$ cat config.mk
export PLATFORM = sky130hd
export DESIGN_NAME = pwm_bank
export DESIGN_NICKNAME = d
export VERILOG_FILES = /design/src/rtl/pwm_pkg.sv /design/src/rtl/pwm_chan.sv /design/src/rtl/pwm_regif.sv /design/src/rtl/pwm_bank.sv
export SDC_FILE = /design/constraint.sdc
export NUM_CORES = 1
export LEC_CHECK = 0
export BUFFER_PORTS_ARGS = -buffer_cell sky130_fd_sc_hd__clkbuf_2
export CAP_MARGIN = 0
export CORE_MARGIN = 10
export CORE_UTILIZATION = 50
export DETAILED_ROUTE_END_ITERATION = 10
export MAX_ROUTING_LAYER = met4
export PLACE_DENSITY = 0.66
export SETUP_SLACK_MARGIN = 0.2
export SLEW_MARGIN = 20
export SYNTH_ARGS = -nofsm -noshare
export SYNTH_HDL_FRONTEND = slang
export SYNTH_SLANG_ARGS = --single-unit
$ cat constraint.sdc
create_clock -name clk -period 7.6 [get_ports clk]
set_input_delay 0 -clock clk [delete_from_list [all_inputs] [get_ports clk]]
set_output_delay 0 -clock clk [all_outputs]
set_load 0.01 [all_outputs]
$ cat src/rtl/pwm_pkg.sv
package pwm_pkg;

  localparam int ADDR_W = 8;
  localparam int OFS_W  = 2;

  localparam logic [ADDR_W-1:0] A_ENA     = 8'h00;
  localparam logic [ADDR_W-1:0] A_DIS     = 8'h01;
  localparam logic [ADDR_W-1:0] A_STAT    = 8'h02;
  localparam int                CH_BASE   = 16;

  typedef enum logic [OFS_W-1:0] {
    CR_MODE = 2'd0,
    CR_PER  = 2'd1,
    CR_DUTY = 2'd2,
    CR_NEXT = 2'd3
  } ch_reg_e;

  function automatic logic [ADDR_W-1:0] ch_addr(int ch, ch_reg_e r);
    return ADDR_W'(CH_BASE + 4 * ch + int'(r));
  endfunction

endpackage

$ cat src/rtl/pwm_chan.sv
module pwm_chan #(
  parameter int PW    = 16,
  parameter int PRE_W = 4
) (
  input  logic             clk,
  input  logic             rst,
  input  logic             en_set,
  input  logic             en_clr,
  input  logic             wr_mode,
  input  logic             wr_per,
  input  logic             wr_duty,
  input  logic             wr_next,
  input  logic [PW-1:0]    wdata,
  output logic             run,
  output logic             pol,
  output logic [PRE_W-1:0] pre,
  output logic [PW-1:0]    period,
  output logic [PW-1:0]    duty,
  output logic [PW-1:0]    dnext,
  output logic             start,
  output logic             pwm_o
);

  localparam int PSW = (1 << PRE_W) - 1;

  logic [PSW-1:0] pcnt;
  logic [PSW-1:0] ps_lim;
  logic [PW-1:0]  cnt;
  logic [PW:0]    cnt_nx;
  logic           pend;
  logic           tick_end;
  logic           wrap;

  // last prescaler phase of a tick is 2^E - 1
  assign ps_lim   = PSW'((32'd1 << pre) - 32'd1);
  assign tick_end = (pcnt == ps_lim);
  assign cnt_nx   = {1'b0, cnt} + {{PW{1'b0}}, 1'b1};
  assign wrap     = (cnt_nx >= {1'b0, period});
  assign start    = (en_set && !run) || (run && tick_end && wrap);

  always_ff @(posedge clk) begin
    if (rst) begin
      run    <= 1'b0;
      pcnt   <= '0;
      cnt    <= '0;
      pol    <= 1'b1;
      pre    <= '0;
      period <= '0;
      duty   <= '0;
      dnext  <= '0;
      pend   <= 1'b0;
      pwm_o  <= 1'b0;
    end else begin
      if (wr_mode) begin
        pol <= wdata[PRE_W];
        pre <= wdata[PRE_W-1:0];
      end
      if (wr_per)  period <= wdata;
      if (wr_duty) duty   <= wdata;

      if (start) begin
        pcnt <= '0;
        cnt  <= '0;
        if (pend) begin
          duty <= dnext;
          pend <= 1'b0;
        end
      end else if (run) begin
        if (tick_end) begin
          pcnt <= '0;
          cnt  <= cnt_nx[PW-1:0];
        end else begin
          pcnt <= pcnt + 1'b1;
        end
      end

      if (en_set) run <= 1'b1;
      if (en_clr) begin
        run  <= 1'b0;
        pcnt <= '0;
        cnt  <= '0;
      end

      // a queue write in a start cycle lands at the following start
      if (wr_next) begin
        dnext <= wdata;
        pend  <= 1'b1;
      end

      pwm_o <= (run && (cnt >= duty)) ? pol : !pol;
    end
  end

endmodule

$ cat src/rtl/pwm_regif.sv
module pwm_regif
  import pwm_pkg::*;
#(
  parameter int NCH = 4,
  parameter int PW  = 16
) (
  input  logic                   clk,
  input  logic                   rst,
  input  logic [ADDR_W-1:0]      bus_addr,
  input  logic                   bus_we,
  input  logic                   bus_rd,
  input  logic [PW-1:0]          bus_wdata,
  output logic [PW-1:0]          bus_rdata,
  input  logic [NCH-1:0]         start_v,
  input  logic [NCH-1:0][PW-1:0] mode_a,
  input  logic [NCH-1:0][PW-1:0] per_a,
  input  logic [NCH-1:0][PW-1:0] duty_a,
  input  logic [NCH-1:0][PW-1:0] next_a,
  output logic [NCH-1:0]         en_set,
  output logic [NCH-1:0]         en_clr,
  output logic [NCH-1:0]         wr_mode,
  output logic [NCH-1:0]         wr_per,
  output logic [NCH-1:0]         wr_duty,
  output logic [NCH-1:0]         wr_next,
  output logic [NCH-1:0]         stat_q
);

  logic [PW-1:0] rmux;
  logic          stat_rd;

  assign en_set  = (bus_we && bus_addr == A_ENA) ? bus_wdata[NCH-1:0] : '0;
  assign en_clr  = (bus_we && bus_addr == A_DIS) ? bus_wdata[NCH-1:0] : '0;
  assign stat_rd = bus_rd && (bus_addr == A_STAT);

  for (genvar i = 0; i < NCH; i++) begin : g_dec
    localparam logic [ADDR_W-1:0] BASE = ch_addr(i, CR_MODE);
    logic hit;
    assign hit        = bus_we && (bus_addr[ADDR_W-1:OFS_W] == BASE[ADDR_W-1:OFS_W]);
    assign wr_mode[i] = hit && (ch_reg_e'(bus_addr[OFS_W-1:0]) == CR_MODE);
    assign wr_per[i]  = hit && (ch_reg_e'(bus_addr[OFS_W-1:0]) == CR_PER);
    assign wr_duty[i] = hit && (ch_reg_e'(bus_addr[OFS_W-1:0]) == CR_DUTY);
    assign wr_next[i] = hit && (ch_reg_e'(bus_addr[OFS_W-1:0]) == CR_NEXT);
  end

  always_comb begin
    rmux = '0;
    if (bus_addr == A_STAT) rmux = PW'(stat_q);
    for (int i = 0; i < NCH; i++) begin
      if (bus_addr == ch_addr(i, CR_MODE)) rmux = mode_a[i];
      if (bus_addr == ch_addr(i, CR_PER))  rmux = per_a[i];
      if (bus_addr == ch_addr(i, CR_DUTY)) rmux = duty_a[i];
      if (bus_addr == ch_addr(i, CR_NEXT)) rmux = next_a[i];
    end
  end

  always_ff @(posedge clk) begin
    if (rst) begin
      bus_rdata <= '0;
      stat_q    <= '0;
    end else begin
      if (bus_rd) bus_rdata <= rmux;
      // events of the read cycle survive the clear
      if (stat_rd) stat_q <= start_v;
      else         stat_q <= stat_q | start_v;
    end
  end

endmodule

$ cat src/rtl/pwm_bank.sv
module pwm_bank
  import pwm_pkg::*;
#(
  parameter int NCH   = 4,
  parameter int PW    = 16,
  parameter int PRE_W = 4
) (
  input  logic              clk,
  input  logic              rst,
  input  logic [ADDR_W-1:0] bus_addr,
  input  logic              bus_we,
  input  logic              bus_rd,
  input  logic [PW-1:0]     bus_wdata,
  output logic [PW-1:0]     bus_rdata,
  output logic [NCH-1:0]    pwm_o
);

  // NCH must lie in 1..8 and PW must be at least max(NCH, PRE_W + 1)

  logic [NCH-1:0]            start_v, run_v, pol_v;
  logic [NCH-1:0]            en_set, en_clr, wr_mode, wr_per, wr_duty, wr_next;
  logic [NCH-1:0]            stat_q;
  logic [NCH-1:0][PRE_W-1:0] pre_a;
  logic [NCH-1:0][PW-1:0]    mode_a, per_a, duty_a, next_a;

  pwm_regif #(.NCH(NCH), .PW(PW)) i_regif (
    .clk(clk), .rst(rst),
    .bus_addr(bus_addr), .bus_we(bus_we), .bus_rd(bus_rd),
    .bus_wdata(bus_wdata), .bus_rdata(bus_rdata),
    .start_v(start_v), .mode_a(mode_a), .per_a(per_a),
    .duty_a(duty_a), .next_a(next_a),
    .en_set(en_set), .en_clr(en_clr), .wr_mode(wr_mode),
    .wr_per(wr_per), .wr_duty(wr_duty), .wr_next(wr_next),
    .stat_q(stat_q)
  );

  for (genvar i = 0; i < NCH; i++) begin : g_ch
    pwm_chan #(.PW(PW), .PRE_W(PRE_W)) i_chan (
      .clk(clk), .rst(rst),
      .en_set(en_set[i]), .en_clr(en_clr[i]),
      .wr_mode(wr_mode[i]), .wr_per(wr_per[i]),
      .wr_duty(wr_duty[i]), .wr_next(wr_next[i]),
      .wdata(bus_wdata),
      .run(run_v[i]), .pol(pol_v[i]), .pre(pre_a[i]),
      .period(per_a[i]), .duty(duty_a[i]), .dnext(next_a[i]),
      .start(start_v[i]), .pwm_o(pwm_o[i])
    );
    assign mode_a[i] = PW'({pol_v[i], pre_a[i]});
  end

endmodule

### Word-level counts from Yosys, hierarchy flattened

Cells that the tools add are included.

* flip-flop bits (word level): 368
* logic and storage cells: 213

* $add $sub $neg: 12
* order comparisons: 8
* equality and inequality tests: 29
* shift operators: 4
* mux-type cells: 48
* bitwise logic cells: 1
* reduce and logical (&&, ||, !) cells: 69

Operator list (number)
* two-way mux 16 bit: 27
* == test 8 x 5 -> 1 bit, second input constant: 16
* adder 16 x 1 -> 17 bit, second input constant: 4
* greater-or-equal comparator 17 x 16 -> 1 bit: 4
* greater-or-equal comparator 16 bit: 4
* adder 15 x 1 -> 15 bit, second input constant: 4
* == test 15 bit: 4
* two-way mux 15 bit: 4
* left shift 1 x 4 -> 15 bit, first input constant: 4
* subtractor 15 x 1 -> 15 bit, second input constant: 4
* logical AND 1 bit: 39
* == test 6 x 3 -> 1 bit, second input constant: 4
* two-way mux 4 bit: 4
* two-way mux 1 bit: 12
* OR reduction 3 bit: 4
* == test 8 x 1 -> 1 bit, second input constant: 1
* == test 8 x 2 -> 1 bit, second input constant: 1
* logical NOT 1 bit: 8
* logical NOT 8 bit: 1
* AND reduction 2 bit: 4
* nonzero test 2 bit: 4
* OR reduction 2 bit: 4
* two-way mux 5 bit: 1
* == test 2 bit, second input constant: 2
* 4 further kinds: 7

### Longest topological paths before layout

Gate-level depths: netlist of run 1.

* word-level depth: 18
* mapped depth: 17
* mapped depth without buffers: 15

### Hierarchy

From an unflattened synthesis of run 1, not the netlist that was laid out.

* cell total of the unflattened synthesis: 3046
* area, all modules: 25314.3 µm²

Modules (own cells, without submodules)
* pwm_chan at g_ch[0].i_chan ...: times used 2, cells an instance 621, area an instance 5310.1 µm²
* pwm_chan at g_ch[3].i_chan: times used 1, cells an instance 659, area an instance 5520.3 µm²
* pwm_chan at g_ch[1].i_chan: times used 1, cells an instance 604, area an instance 5306.3 µm²
* pwm_regif: times used 1, cells an instance 540, area an instance 3863.7 µm²
* pwm_bank: times used 1, cells an instance 1, area an instance 3.8 µm²

### Worst setup path after synthesis of run 1

Ideal clock, no wire load.

* kind: reg-to-reg
* start: reg g_ch[2].i_chan.cnt[0]
* end: reg g_ch[2].i_chan.duty[10]
* library setup time: 0.121 ns
* data arrival time: 3.779 ns
* required time: 7.479 ns
* setup slack: 3.701 ns
* cell stages (with the launch flop): 18
* clock period less this slack: 3.899 ns
* cells stage by stage: dfxtp_1 > ha_1 > and3_1 > nand3_2 > or2_1 > buf_2 > nor2_1 > nand3_1 > xnor2_1 > ha_1 > o21ai_0 > o21a_1 > o211a_1 > a221oi_1 > a311oi_1 > nor4b_4 > buf_6 > mux2_2

* word-level cells in the longest chain between the ends: 5

RTL lines
* start: declaration: RTL line pwm_chan.sv:28 `logic [PW-1:0] cnt;`
* start signal: assignment: RTL line pwm_chan.sv:71 `cnt <= cnt_nx[PW-1:0];`
* adder 16 x 1 -> 17 bit: RTL line pwm_chan.sv:37 `assign cnt_nx = {1'b0, cnt} + {{PW{1'b0}}, 1'b1};`
* named net g_ch[2].i_chan.cnt_nx[12]: RTL line pwm_chan.sv:29 `logic [PW:0] cnt_nx;`
* greater-or-equal comparator 17 x 16 -> 1 bit: RTL line pwm_chan.sv:38 `assign wrap = (cnt_nx >= {1'b0, period});`
* logical AND 1 bit: RTL line pwm_chan.sv:39 `assign start = (en_set && !run) || (run && tick_end && wrap);`
* logical OR 1 bit: RTL line pwm_chan.sv:39
* two-way mux 16 bit: RTL line pwm_chan.sv:61 `if (start) begin`
* end signal: assignment: RTL line pwm_chan.sv:59 `if (wr_duty) duty <= wdata;`
* end signal: assignment: RTL line pwm_chan.sv:65 `duty <= dnext;`
* end: declaration: RTL line pwm_chan.sv:18 `output logic [PW-1:0] duty,`

The timed path passes the listed nets, and every way through them passes these cells.
A chain may end at the register's enable or synchronous reset.

### Worst setup path in the final report of run 1

* start: reg g_ch[3].i_chan.pre[3]
* end: reg g_ch[3].i_chan.duty[0]

* word-level cells in the longest chain between the ends: 7

RTL lines
* start: declaration: RTL line pwm_chan.sv:16 `output logic [PRE_W-1:0] pre,`
* start signal: assignment: RTL line pwm_chan.sv:56 `pre <= wdata[PRE_W-1:0];`
* left shift 1 x 4 -> 15 bit: RTL line pwm_chan.sv:35 `assign ps_lim = PSW'((32'd1 << pre) - 32'd1);`
* subtractor 15 x 1 -> 15 bit: RTL line pwm_chan.sv:35
* == test 15 bit: RTL line pwm_chan.sv:36 `assign tick_end = (pcnt == ps_lim);`
* logical AND 1 bit (2 in a row): RTL line pwm_chan.sv:39
* logical OR 1 bit: RTL line pwm_chan.sv:39
* two-way mux 16 bit: RTL line pwm_chan.sv:61
* end signal: assignment: RTL line pwm_chan.sv:59
* end signal: assignment: RTL line pwm_chan.sv:65
* end: declaration: RTL line pwm_chan.sv:18

No other way between the ends.

==> impl_metrics.tcl, run 1 <==
set metrics [dict create \
    timing.max_cap.violations 0 \
    cp_data_required_time_ns 8.09 \
    netSwitchingFraction 0.247 \
    finalClockSkew_ns 0.0327 \
    crit_arrival_ns 5.59 \
    num-fill-cells 4436 \
    htree_num_levels 2 \
    nNetsFinal 3160 \
    dieArea_sq_um 56900 \
    tritoncts.num_buffers 44 \
    tritoncts "done" \
    ir_drop_mv 0.166 \
    dp_slack_ns 2.54 \
    postSynth.asyncResetShare 0 \
    slew_viol_final 0 \
    final_util 0.545 \
    synth_flop_cell "sky130_fd_sc_hd__dfxtp_1" \
    synth.ff_latch_count 368 \
    cts_resized 0 \
    fin_crit_ns 5.10 \
    grt_setup_unrepaired "no" \
    clk_path_buf_depth 3 \
    io-pin-count 48 \
    max_slew.worst_pin.slew_ns 1.11 \
    fin_crit_sh 0.671 \
    routed_wl_um 75600 \
    synth-warning-count 0 \
    first_global_vias 20600 \
    cts_hold_buffers 15 \
    total_switching_power_mw 1.07 \
    area_growth_syn_to_layout_pct 8.33 \
    run_status "finished clean" \
    ys_seq_area_frac 0.309 \
    dpl.hpwl_um 52600 \
    synth_most_common_cell "sky130_fd_sc_hd__nand2_1" \
    grt_pass1_wl_um 118000 \
    worst_setup_margin_ns 2.50 \
    slowest_stage "sky130_fd_sc_hd__nor4b_4" \
    post_drt_via_cell_ratio 6.12 \
    yosys-top-cells-count "398 x sky130_fd_sc_hd__nand2_1, 368 x sky130_fd_sc_hd__dfxtp_1, 291 x sky130_fd_sc_hd__a21oi_1, 244 x sky130_fd_sc_hd__nor2_1, 174 x sky130_fd_sc_hd__clkbuf_1" \
    vias 22300 \
    grt_remaining_overflow 0 \
    grt_max_degree 122 \
    pwr-share-comb 0.045 \
    number_of_distinct_standard_cells_referenced_by_the_synthesized_netlist 94 \
    post_cts.repair.setup_buffers 0 \
    coreArea_sq_um 47400 \
    setup_tns_ns 0 \
    num_rows 80 \
    cellPowerDensity_nw_per_um2 168 \
    crit_path_start_kind "flip-flop" \
    leakagePower_nw 9.63 \
    fmax_mhz 196 \
    setup_violations 0 \
    min-delay-path-class "in2reg" \
    maxSlewHeadroom 0.259 \
    report.power.total_mw 4.35 \
    initialDrtViolationCount 2571 \
    cp_top_family "simple AND/OR/NAND/NOR gates" \
    synth_nets 3250 \
    critical_path.max_stage_delay_ns 1.02 \
    synth.cell_area_sq_um 23900 \
    synth_area_per_cell_sq_um 7.75 \
    worstSkewPairLatency_ns 0.61 \
    cp-end-kind "flip-flop" \
    count_of_antenna_violating_nets_left_after_detailed_routing 0 \
    detail_route.wl_per_cell_um 20.7 \
    critical_path.max_fanout 30 \
    power_frac_clock 0.509 \
    final_estimated_routing_congestion_in_global_placement 0.952 \
    initial_util 0.503 \
    worstPathCellList "nor3_1 > nand2_1 > ha_1 > xnor2_1 > a32oi_1 > xnor2_1 > a2111oi_4 > a31oi_2 > nor4b_4 > mux2_2" \
    worst_path_buffer_plus_inverter_count 0 \
    worst_path_most_repeated_cell "sky130_fd_sc_hd__xnor2_1" \
    criticalPathCategory "reg2reg" \
    die_w_um 239 \
    clkSinkCount 368 \
    synth_edf_count 0 \
    seqPwrFrac 0.445 \
    final_hold_viol_count 0 \
    buffer_ports.inserted 47 \
    p_int_mw 3.28 \
    antenna_found_initial 0 \
    grt_total_usage 0.266 \
    ctsRootBufferMaster "sky130_fd_sc_hd__clkbuf_16" \
    netlist.top_cell.by_area "sky130_fd_sc_hd__dfxtp_1" \
    die_h_um 239 \
    cts.clk_slew.worst_paths_ns 0.06 \
    drive_above_1_share 0.0823 \
    synthesis.instances 3082 \
    post_synth_main_area_contributors "sky130_fd_sc_hd__dfxtp_1 31%, sky130_fd_sc_hd__ha_1 7.3%, sky130_fd_sc_hd__nand2_1 6.3%" \
    first_pass_iters 6 \
    drc_errors 0 \
    yosysTopAreaCellShare 0.309 \
]
[power groups by stage]
| stage | Sequential [mW] | Combinational [mW] | Clock [mW] |
|---|---|---|---|
| finish | 1.94 | 0.197 | 2.22 |
| global route | 1.94 | 0.206 | 2.31 |
| CTS | 1.94 | 0.190 | 2.25 |
| detailed placement | 1.98 | 0.183 | 0 |
| global placement | 1.98 | 0.180 | 0 |
| floorplan | 1.98 | 0.110 | 0 |
[cells in the final DEF (no fill, tap or decap), drive strengths merged, types with 26 or more instances in the layout]
cell	synthesis	routed
nor2b	75	75
and3	30	30
nand2b	31	31
inv	161	162
o31ai	29	29
dfxtp	368	368
or3	39	39
o21ai	159	159
nand3	96	96
mux2	58	58
nand4	38	38
o21a	26	26
xor2	68	68
mux2i	88	88
nor3	57	57
nor2	244	244
xnor2	85	85
a21oi	291	291
nand2	398	398
a21o	29	29
clkbuf	175	105
ha	140	140
[per-layer routing]
layer	wire length, um	GRT usage	vias up	share of wire
li1	-	-	10700	-
met1	32900	0.347	10600	0.44
met2	33800	0.409	898	0.45
met3	6630	0.0507	144	0.088
met4	2180	0.0866	0	0.029
met5	0	-	-	0
[registers in the layout, summed over array words and instances, names as in the netlist, 16 cells and up]
name                count
g_ch.i_chan.cnt        64
g_ch.i_chan.pre        16
g_ch.i_chan.duty       64
g_ch.i_chan.pcnt       60
g_ch.i_chan.period     64
i_regif.bus_rdata      16
g_ch.i_chan.dnext      64
[logic make-up after synthesis]
group / synth area share
compound gates: 0.199
fa+ha+maj: 0.0734
simple gates: 0.230
xor+xnor: 0.0561
flops: 0.309
buf+inv: 0.0651
mux: 0.0677
[worst register-to-register path, stage by stage, from the launching register on]
cell and delay (ns):
sky130_fd_sc_hd__dfxtp_1 0.94, sky130_fd_sc_hd__nor3_1 0.27, sky130_fd_sc_hd__nand2_1 0.14, sky130_fd_sc_hd__ha_1 0.43, sky130_fd_sc_hd__xnor2_1 0.17, sky130_fd_sc_hd__a32oi_1 0.14
sky130_fd_sc_hd__xnor2_1 0.23, sky130_fd_sc_hd__a2111oi_4 0.87, sky130_fd_sc_hd__a31oi_2 0.36, sky130_fd_sc_hd__nor4b_4 1.02, sky130_fd_sc_hd__mux2_2 0.43
[path summary, 6_finish.rpt]
kind	from	end	slack [ns]	depth (start not counted)
min	rst	g_ch[1].i_chan.pre[3]	0.04	2
max reg2reg	g_ch[3].i_chan.pre[3]	g_ch[3].i_chan.duty[0]	2.50	10
max	g_ch[3].i_chan.pre[3]	g_ch[3].i_chan.duty[0]	2.50	10
min reg2reg	g_ch[2].i_chan.period[13]	g_ch[2].i_chan.period[13]	0.46	2
[final cells by class]
cell class                      count  area [sq um]  area share
Sequential cell                   368          7370       0.285
Tap cell                          615           769      0.0297
Timing Repair Buffer               87           598      0.0231
Clock inverter                     23           270      0.0104
Antenna cell                        1          2.50   0.0000967
Inverter                          163           612      0.0237
Clock buffer                       58          1240      0.0481
Multi-Input combinational cell   2328         15000       0.580
[stage by stage]
stage          instances  hold slack, ns  instance area [sq um]
2_1_floorplan       3082           0.186                  23900
3_3_place_gp        3544           0.396                  24200
3_5_place_dp        3545           0.400                  24200
4_1_cts             3641          0.0358                  25800
5_1_grt             3642          0.0813                  25900
6_report            3643          0.0410                  25900
Note: power is estimated with default switching activity, not from simulation.
==> run 2: changes to the inputs <==
==> constraint.sdc (replaced) <==
create_clock -name clk -period 5.3 [get_ports clk]
set_input_delay 0 -clock clk [delete_from_list [all_inputs] [get_ports clk]]
set_output_delay 0 -clock clk [all_outputs]
set_load 0.01 [all_outputs]
==> run 2 against run 1 <==
  * Register-to-register slack lost 1.6 ns
  * Non-clock buffer count rose by 14
  * Clock power rose by 50%
  * Power is 47% higher
  * Maximum frequency is 17% higher
  * Largest power group unchanged
  * Setup slack worse by 1.6 ns
  * Global-route usage up 0.32 points
==> impl_metrics.tcl, run 2 (synthesis results as in run 1) <==
set metrics [dict create \
    run_status "finished clean" \
    total_switching_power_mw 1.50 \
    initial_util 0.503 \
    grt_pass1_wl_um 120000 \
    fin_crit_sh 0.823 \
    timing.max_cap.violations 0 \
    cp_data_required_time_ns 5.81 \
    first_global_vias 21300 \
    pwr-share-comb 0.045 \
    final_cell_mix "398 x sky130_fd_sc_hd__nand2_1, 368 x sky130_fd_sc_hd__dfxtp_1, 291 x sky130_fd_sc_hd__a21oi_1" \
    dpl.hpwl_um 53500 \
    slowest_stage "sky130_fd_sc_hd__or4_2" \
    crit_path_start_kind "flip-flop" \
    critical_path.max_stage_delay_ns 0.75 \
    final_estimated_routing_congestion_in_global_placement 0.975 \
    detail_route.wl_per_cell_um 20.9 \
    netSwitchingFraction 0.236 \
    setup.reg_to_reg.worst_slack_ns 0.94 \
    max_slew.worst_pin.slew_ns 1.03 \
    critical_path.max_fanout 22 \
    cp-end-kind "flip-flop" \
    initialDrtViolationCount 2265 \
    post_drt_via_cell_ratio 6.18 \
    tritoncts "done" \
    cellPowerDensity_nw_per_um2 245 \
    setup_tns_ns 0 \
    area_growth_syn_to_layout_pct 9.08 \
    seqPwrFrac 0.435 \
    ir_drop_mv 0.261 \
    routed_wl_um 76500 \
    dp_slack_ns 1.00 \
    worstPathCellList "nor2_1 > nand3b_1 > ha_1 > nand2b_1 > o2111ai_1 > or4b_1 > nor4_1 > nand3_1 > or4_2 > a21oi_1" \
    criticalPathCategory "reg2reg" \
    grt_remaining_overflow 0 \
    maxSlewHeadroom 0.314 \
    power_frac_clock 0.520 \
    leakagePower_nw 9.74 \
    final_cell_count_without_fillers 3655 \
    die_h_um 239 \
    finalClockSkew_ns 0.0323 \
    min_delay_path_depth 3 \
    buffer_ports.inserted 47 \
    post_cts.repair.setup_buffers 0 \
    crit_arrival_ns 4.87 \
    dieArea_sq_um 56900 \
    nNetsFinal 3173 \
    beginning_of_the_worst_register_to_register_path "g_ch[0].i_chan.pre[2]" \
    grt_total_usage 0.270 \
    die_w_um 239 \
    setup_violations 0 \
    seq_area_sq_um 7370 \
    crit-reg2reg-capture "g_ch[0].i_chan.cnt[14]" \
    tritoncts.num_buffers 43 \
    drive_above_1_share 0.0856 \
    io-pin-count 48 \
    fmax_mhz 229 \
    slew_viol_final 0 \
    report.power.total_mw 6.38 \
    multi_input_area_sq_um 15000 \
    htree_num_levels 2 \
    num_rows 80 \
    cts.clk_slew.worst_paths_ns 0.06 \
    coreArea_sq_um 47400 \
    drc_errors 0 \
    antenna_found_initial 1 \
    worst_hold_end "g_ch[3].i_chan.dnext[2]" \
    reg2reg_depth 10 \
    holdCritStartpoint "bus_wdata[2]" \
    mostFrequentLayoutCell "sky130_fd_sc_hd__nand2_1" \
    clk_path_buf_depth 3 \
    count_of_antenna_violating_nets_left_after_detailed_routing 0 \
    p_int_mw 4.88 \
    ctsRootBufferMaster "sky130_fd_sc_hd__clkbuf_16" \
    worst_setup_margin_ns 0.941 \
    worstSkewPairLatency_ns 0.60 \
    vias 22600 \
    grt_max_degree 83 \
    final_hold_viol_count 0 \
    hold_ws_ns 0.0803 \
    first_pass_iters 6 \
    num-fill-cells 4471 \
    fin_crit_ns 4.36 \
    min-delay-path-class "in2reg" \
    grt_setup_unrepaired "no" \
    placed_cells_incl_taps 3559 \
    clkSinkCount 368 \
]
==> run 2: how the worst max path moves through the flow <==
| stage | startpoint | endpoint | slack, ns | cells after the start |
|---|---|---|---|---|
| after floorplan | g_ch[2].i_chan.cnt[0] | g_ch[2].i_chan.duty[10] | 1.40 | 17 |
| after global placement | g_ch[3].i_chan.cnt[0] | g_ch[3].i_chan.pcnt[8] | 1.08 | 13 |
| after detailed placement | g_ch[0].i_chan.pre[2] | g_ch[0].i_chan.cnt[14] | 1.00 | 10 |
| after CTS | g_ch[0].i_chan.pre[2] | g_ch[0].i_chan.cnt[14] | 0.98 | 10 |
| after global routing | g_ch[2].i_chan.pre[2] | g_ch[2].i_chan.duty[13] | 0.47 | 11 |
| final | g_ch[0].i_chan.pre[2] | g_ch[0].i_chan.cnt[14] | 0.94 | 10 |
==> run 2: power by group through the flow <==
stage,logic [mW],clock network [mW],registers (mW)
2_1_floorplan,0.158,0,2.84
3_3_place_gp,0.260,0,2.84
3_5_place_dp,0.263,0,2.84
4_1_cts,0.273,3.36,2.78
5_1_grt,0.297,3.47,2.78
6_report,0.284,3.32,2.78
==> run 2: timing repair <==
action                    in CTS  in global routing
gates resized for setup        0                  0
hold buffers                  16                  0
hold endpoints to repair     108                  0
==> run 2: cell type report <==
cell class,instances,area share
clock buffers,63,0.0496
clock inverters,16,0.0115
multi-input cells,2328,0.576
well taps,615,0.0295
inverters,163,0.0235
flip-flops and latches,368,0.283
repair buffers,101,0.0269
diodes,1,0.0000961
==> run 2: per-layer routing <==
| layer | vias to the layer above | global-route usage | share of wire |
|---|---|---|---|
| li1 | 10700 | - | - |
| met1 | 10800 | 0.345 | 0.43 |
| met2 | 959 | 0.417 | 0.45 |
| met3 | 171 | 0.0515 | 0.090 |
| met4 | 0 | 0.101 | 0.034 |
| met5 | - | - | 0 |
==> run 2: through the flow <==
step	utilization	instance area, sq um
6_report	0.549	26000
5_1_grt	0.549	26000
4_1_cts	0.549	26000
3_5_place_dp	0.512	24300
3_3_place_gp	0.511	24300
2_1_floorplan	-	23900
==> run 2: critical path: cells and delay by family (launching register included) <==
family | cells | cell delay, ns
AND/OR/NAND/NOR | 7 | 2.80
AO/OA/AOI/OAI | 2 | 0.30
flip-flops | 1 | 0.74
adder cells (fa/ha/maj) | 1 | 0.42
==> run 3: changes to the inputs <==
--- a/config.mk
+++ b/config.mk
@@ -11,7 +11,7 @@
 export CORE_UTILIZATION = 50
 export DETAILED_ROUTE_END_ITERATION = 10
 export MAX_ROUTING_LAYER = met4
-export PLACE_DENSITY = 0.66
+export PLACE_DENSITY = 0.68
 export SETUP_SLACK_MARGIN = 0.2
 export SLEW_MARGIN = 20
 export SYNTH_ARGS = -nofsm -noshare
==> constraint.sdc (replaced) <==
create_clock -name clk -period 3.9 [get_ports clk]
set_input_delay 0 -clock clk [delete_from_list [all_inputs] [get_ports clk]]
set_output_delay 0 -clock clk [all_outputs]
set_load 0.01 [all_outputs]
==> run 3 against run 2 <==
  * Power up 32%
  * First-iteration DRC count rose by 7.5%
  * Critical endpoint is now g_ch[2].i_chan.duty[8]
  * Cell count rose by 2.4%
  * Via count grew 1.3%
==> impl_metrics.tcl, run 3 (synthesis results as in run 1) <==
set metrics [dict create \
    run_status "finished clean" \
    coreArea_sq_um 47400 \
    cts.clk_slew.worst_paths_ns 0.06 \
    tritoncts "done" \
    worstSkewPairLatency_ns 0.59 \
    final_hold_viol_count 0 \
    grt_pass1_wl_um 122000 \
    detail_route.wl_per_cell_um 21.1 \
    finalClockSkew_ns 0.0212 \
    dpl.hpwl_um 54800 \
    worst_path_buffer_plus_inverter_count 4 \
    grt_total_usage 0.274 \
    post_drt_via_cell_ratio 6.12 \
    criticalPathCategory "reg2reg" \
    holdCritStartpoint "bus_wdata[1]" \
    clk_path_buf_depth 3 \
    grt_max_degree 144 \
    slew_viol_final 0 \
    first_pass_iters 6 \
    dieArea_sq_um 56900 \
    area_growth_syn_to_layout_pct 13.7 \
    nNetsFinal 3262 \
    initial_util 0.503 \
    count_of_antenna_violating_nets_left_after_detailed_routing 0 \
    initialDrtViolationCount 2435 \
    buffer_ports.inserted 47 \
    timing.max_cap.violations 0 \
    ctsRootBufferMaster "sky130_fd_sc_hd__clkbuf_16" \
    grt_remaining_overflow 0 \
    io-pin-count 48 \
    cellPowerDensity_nw_per_um2 310 \
    slowest_stage "sky130_fd_sc_hd__dfxtp_4" \
    max_slew.worst_pin.slew_ns 1.06 \
    first_global_vias 21500 \
    final_estimated_routing_congestion_in_global_placement 0.977 \
    crit_path_start_kind "flip-flop" \
    min-delay-path-class "in2reg" \
    worst_hold_end "g_ch[1].i_chan.period[1]" \
    cp_data_required_time_ns 4.37 \
    antenna_found_initial 1 \
    num-fill-cells 4366 \
    worstPathCellList "ha_4 > and3_4 > nand3_4 > or2_4 > buf_6 > nor4_4 > xnor2_1 > ha_1 > a211oi_2 > o21a_1 > o211a_1 > a221oi_2 > a311oi_2 > buf_4 > nor4b_4 > buf_6 > buf_12 > mux2_4" \
    setup.reg_to_reg.worst_slack_ns 0.21 \
    die_w_um 239 \
    reg2reg_depth 18 \
    drc_errors 0 \
    final_cell_count_without_fillers 3742 \
    min_delay_path_depth 3 \
    tritoncts.num_buffers 42 \
    critical_path.max_fanout 8 \
    critical_path.max_stage_delay_ns 0.38 \
    mostFrequentLayoutCell "sky130_fd_sc_hd__nand2_1" \
    setup_tns_ns 0 \
    fin_crit_ns 3.69 \
    fin_crit_sh 0.945 \
    maxSlewHeadroom 0.290 \
    crit_arrival_ns 4.15 \
    crit-reg2reg-capture "g_ch[2].i_chan.duty[8]" \
    cp_top_family "simple AND/OR/NAND/NOR gates" \
    final_cell_mix "397 x sky130_fd_sc_hd__nand2_1, 349 x sky130_fd_sc_hd__dfxtp_1, 286 x sky130_fd_sc_hd__a21oi_1" \
    htree_num_levels 2 \
    setup_violations 0 \
    beginning_of_the_worst_register_to_register_path "g_ch[2].i_chan.cnt[0]" \
    die_h_um 239 \
    ir_drop_mv 0.287 \
    grt_setup_unrepaired "yes" \
    cp-end-kind "flip-flop" \
    clkSinkCount 368 \
    routed_wl_um 78900 \
    fmax_mhz 271 \
    drive_above_1_share 0.131 \
    leakagePower_nw 10.2 \
    placed_cells_incl_taps 3628 \
    worst_path_most_repeated_cell "sky130_fd_sc_hd__buf_6" \
    vias 22900 \
    num_rows 80 \
]
run 3: changes by cell type in the layout (fill, tap and decap cells not counted), sizes merged:
cell         change
dlygate4sd3      -2
clkbuf           -1
buf             +89
bufinv           -2
clkinvlp         +3
clkinv           -1
inv              +1
run 3: stage by stage:
| step | worst slack, ns | utilization | power (mW) | cell area (sq um) | hold slack (ns) |
|---|---|---|---|---|---|
| detailed placement | -0.184 | 0.525 | 4.23 | 24900 | 0.396 |
| global placement | -0.0684 | 0.524 | 4.22 | 24900 | 0.396 |
| finish | 0.214 | 0.572 | 8.43 | 27200 | 0.0726 |
| CTS | 0.192 | 0.562 | 8.43 | 26700 | 0.0296 |
| floorplan | 0.202 | - | 4.07 | 23900 | 0.186 |
| global route | 0.0764 | 0.572 | 8.63 | 27200 | 0.0830 |
run 3: power breakdown:
group	switching (mW)	internal (mW)	total, mW
clock	1.74	2.50	4.24
sequential	0.00809	3.76	3.77
combinational	0.306	0.105	0.412
total	2.05	6.37	8.43
run 3: worst max-delay path by stage:
stage / from / end / slack [ns] / depth (start not counted)
6_report: g_ch[2].i_chan.cnt[0] / g_ch[2].i_chan.duty[8] / 0.21 / 18
5_1_grt: g_ch[2].i_chan.cnt[0] / g_ch[2].i_chan.duty[1] / 0.08 / 18
4_1_cts: g_ch[2].i_chan.cnt[0] / g_ch[2].i_chan.duty[8] / 0.19 / 18
3_5_place_dp: g_ch[0].i_chan.cnt[0] / g_ch[0].i_chan.duty[4] / -0.18 / 13
3_3_place_gp: g_ch[0].i_chan.cnt[0] / g_ch[0].i_chan.duty[5] / -0.07 / 13
2_1_floorplan: g_ch[0].i_chan.cnt[0] / g_ch[0].i_chan.duty[10] / 0.20 / 14
run 3: worst register-to-register path: stages (launching register included):
cell and delay, ns:
sky130_fd_sc_hd__dfxtp_4 0.38, sky130_fd_sc_hd__ha_4 0.14, sky130_fd_sc_hd__and3_4 0.20, sky130_fd_sc_hd__nand3_4 0.09, sky130_fd_sc_hd__or2_4 0.27, sky130_fd_sc_hd__buf_6 0.13
sky130_fd_sc_hd__nor4_4 0.18, sky130_fd_sc_hd__xnor2_1 0.13, sky130_fd_sc_hd__ha_1 0.35, sky130_fd_sc_hd__a211oi_2 0.09, sky130_fd_sc_hd__o21a_1 0.14, sky130_fd_sc_hd__o211a_1 0.13
sky130_fd_sc_hd__a221oi_2 0.27, sky130_fd_sc_hd__a311oi_2 0.06, sky130_fd_sc_hd__buf_4 0.17, sky130_fd_sc_hd__nor4b_4 0.21, sky130_fd_sc_hd__buf_6 0.18, sky130_fd_sc_hd__buf_12 0.15
sky130_fd_sc_hd__mux2_4 0.30
run 3: layout make-up:
class,count,area [sq um],area share
antenna,1,2.50,0.0000922
clock buffer,59,1210,0.0444
clock inverter,17,240,0.00885
inverter,163,612,0.0225
multi-input combinational,2328,15400,0.567
sequential,368,7410,0.273
tap,615,769,0.0283
timing repair buffer,191,1530,0.0564
run 3: repair_timing:
action | 4_1_cts | 5_1_grt
setup endpoints to repair | 92 | 161
gates resized for setup | 25 | 80
pin swaps | 2 | 23
gates cloned | 1 | 5
hold endpoints to repair | 84 | 0
hold buffers | 14 | 0
setup buffers | 9 | 8
run 3: metal layers:
layer / routed length, um / part of all wire / track usage
met5: 0 / 0 / -
met4: 2320 / 0.029 / 0.0876
met3: 6580 / 0.083 / 0.0463
met2: 35800 / 0.45 / 0.423
met1: 34200 / 0.43 / 0.361
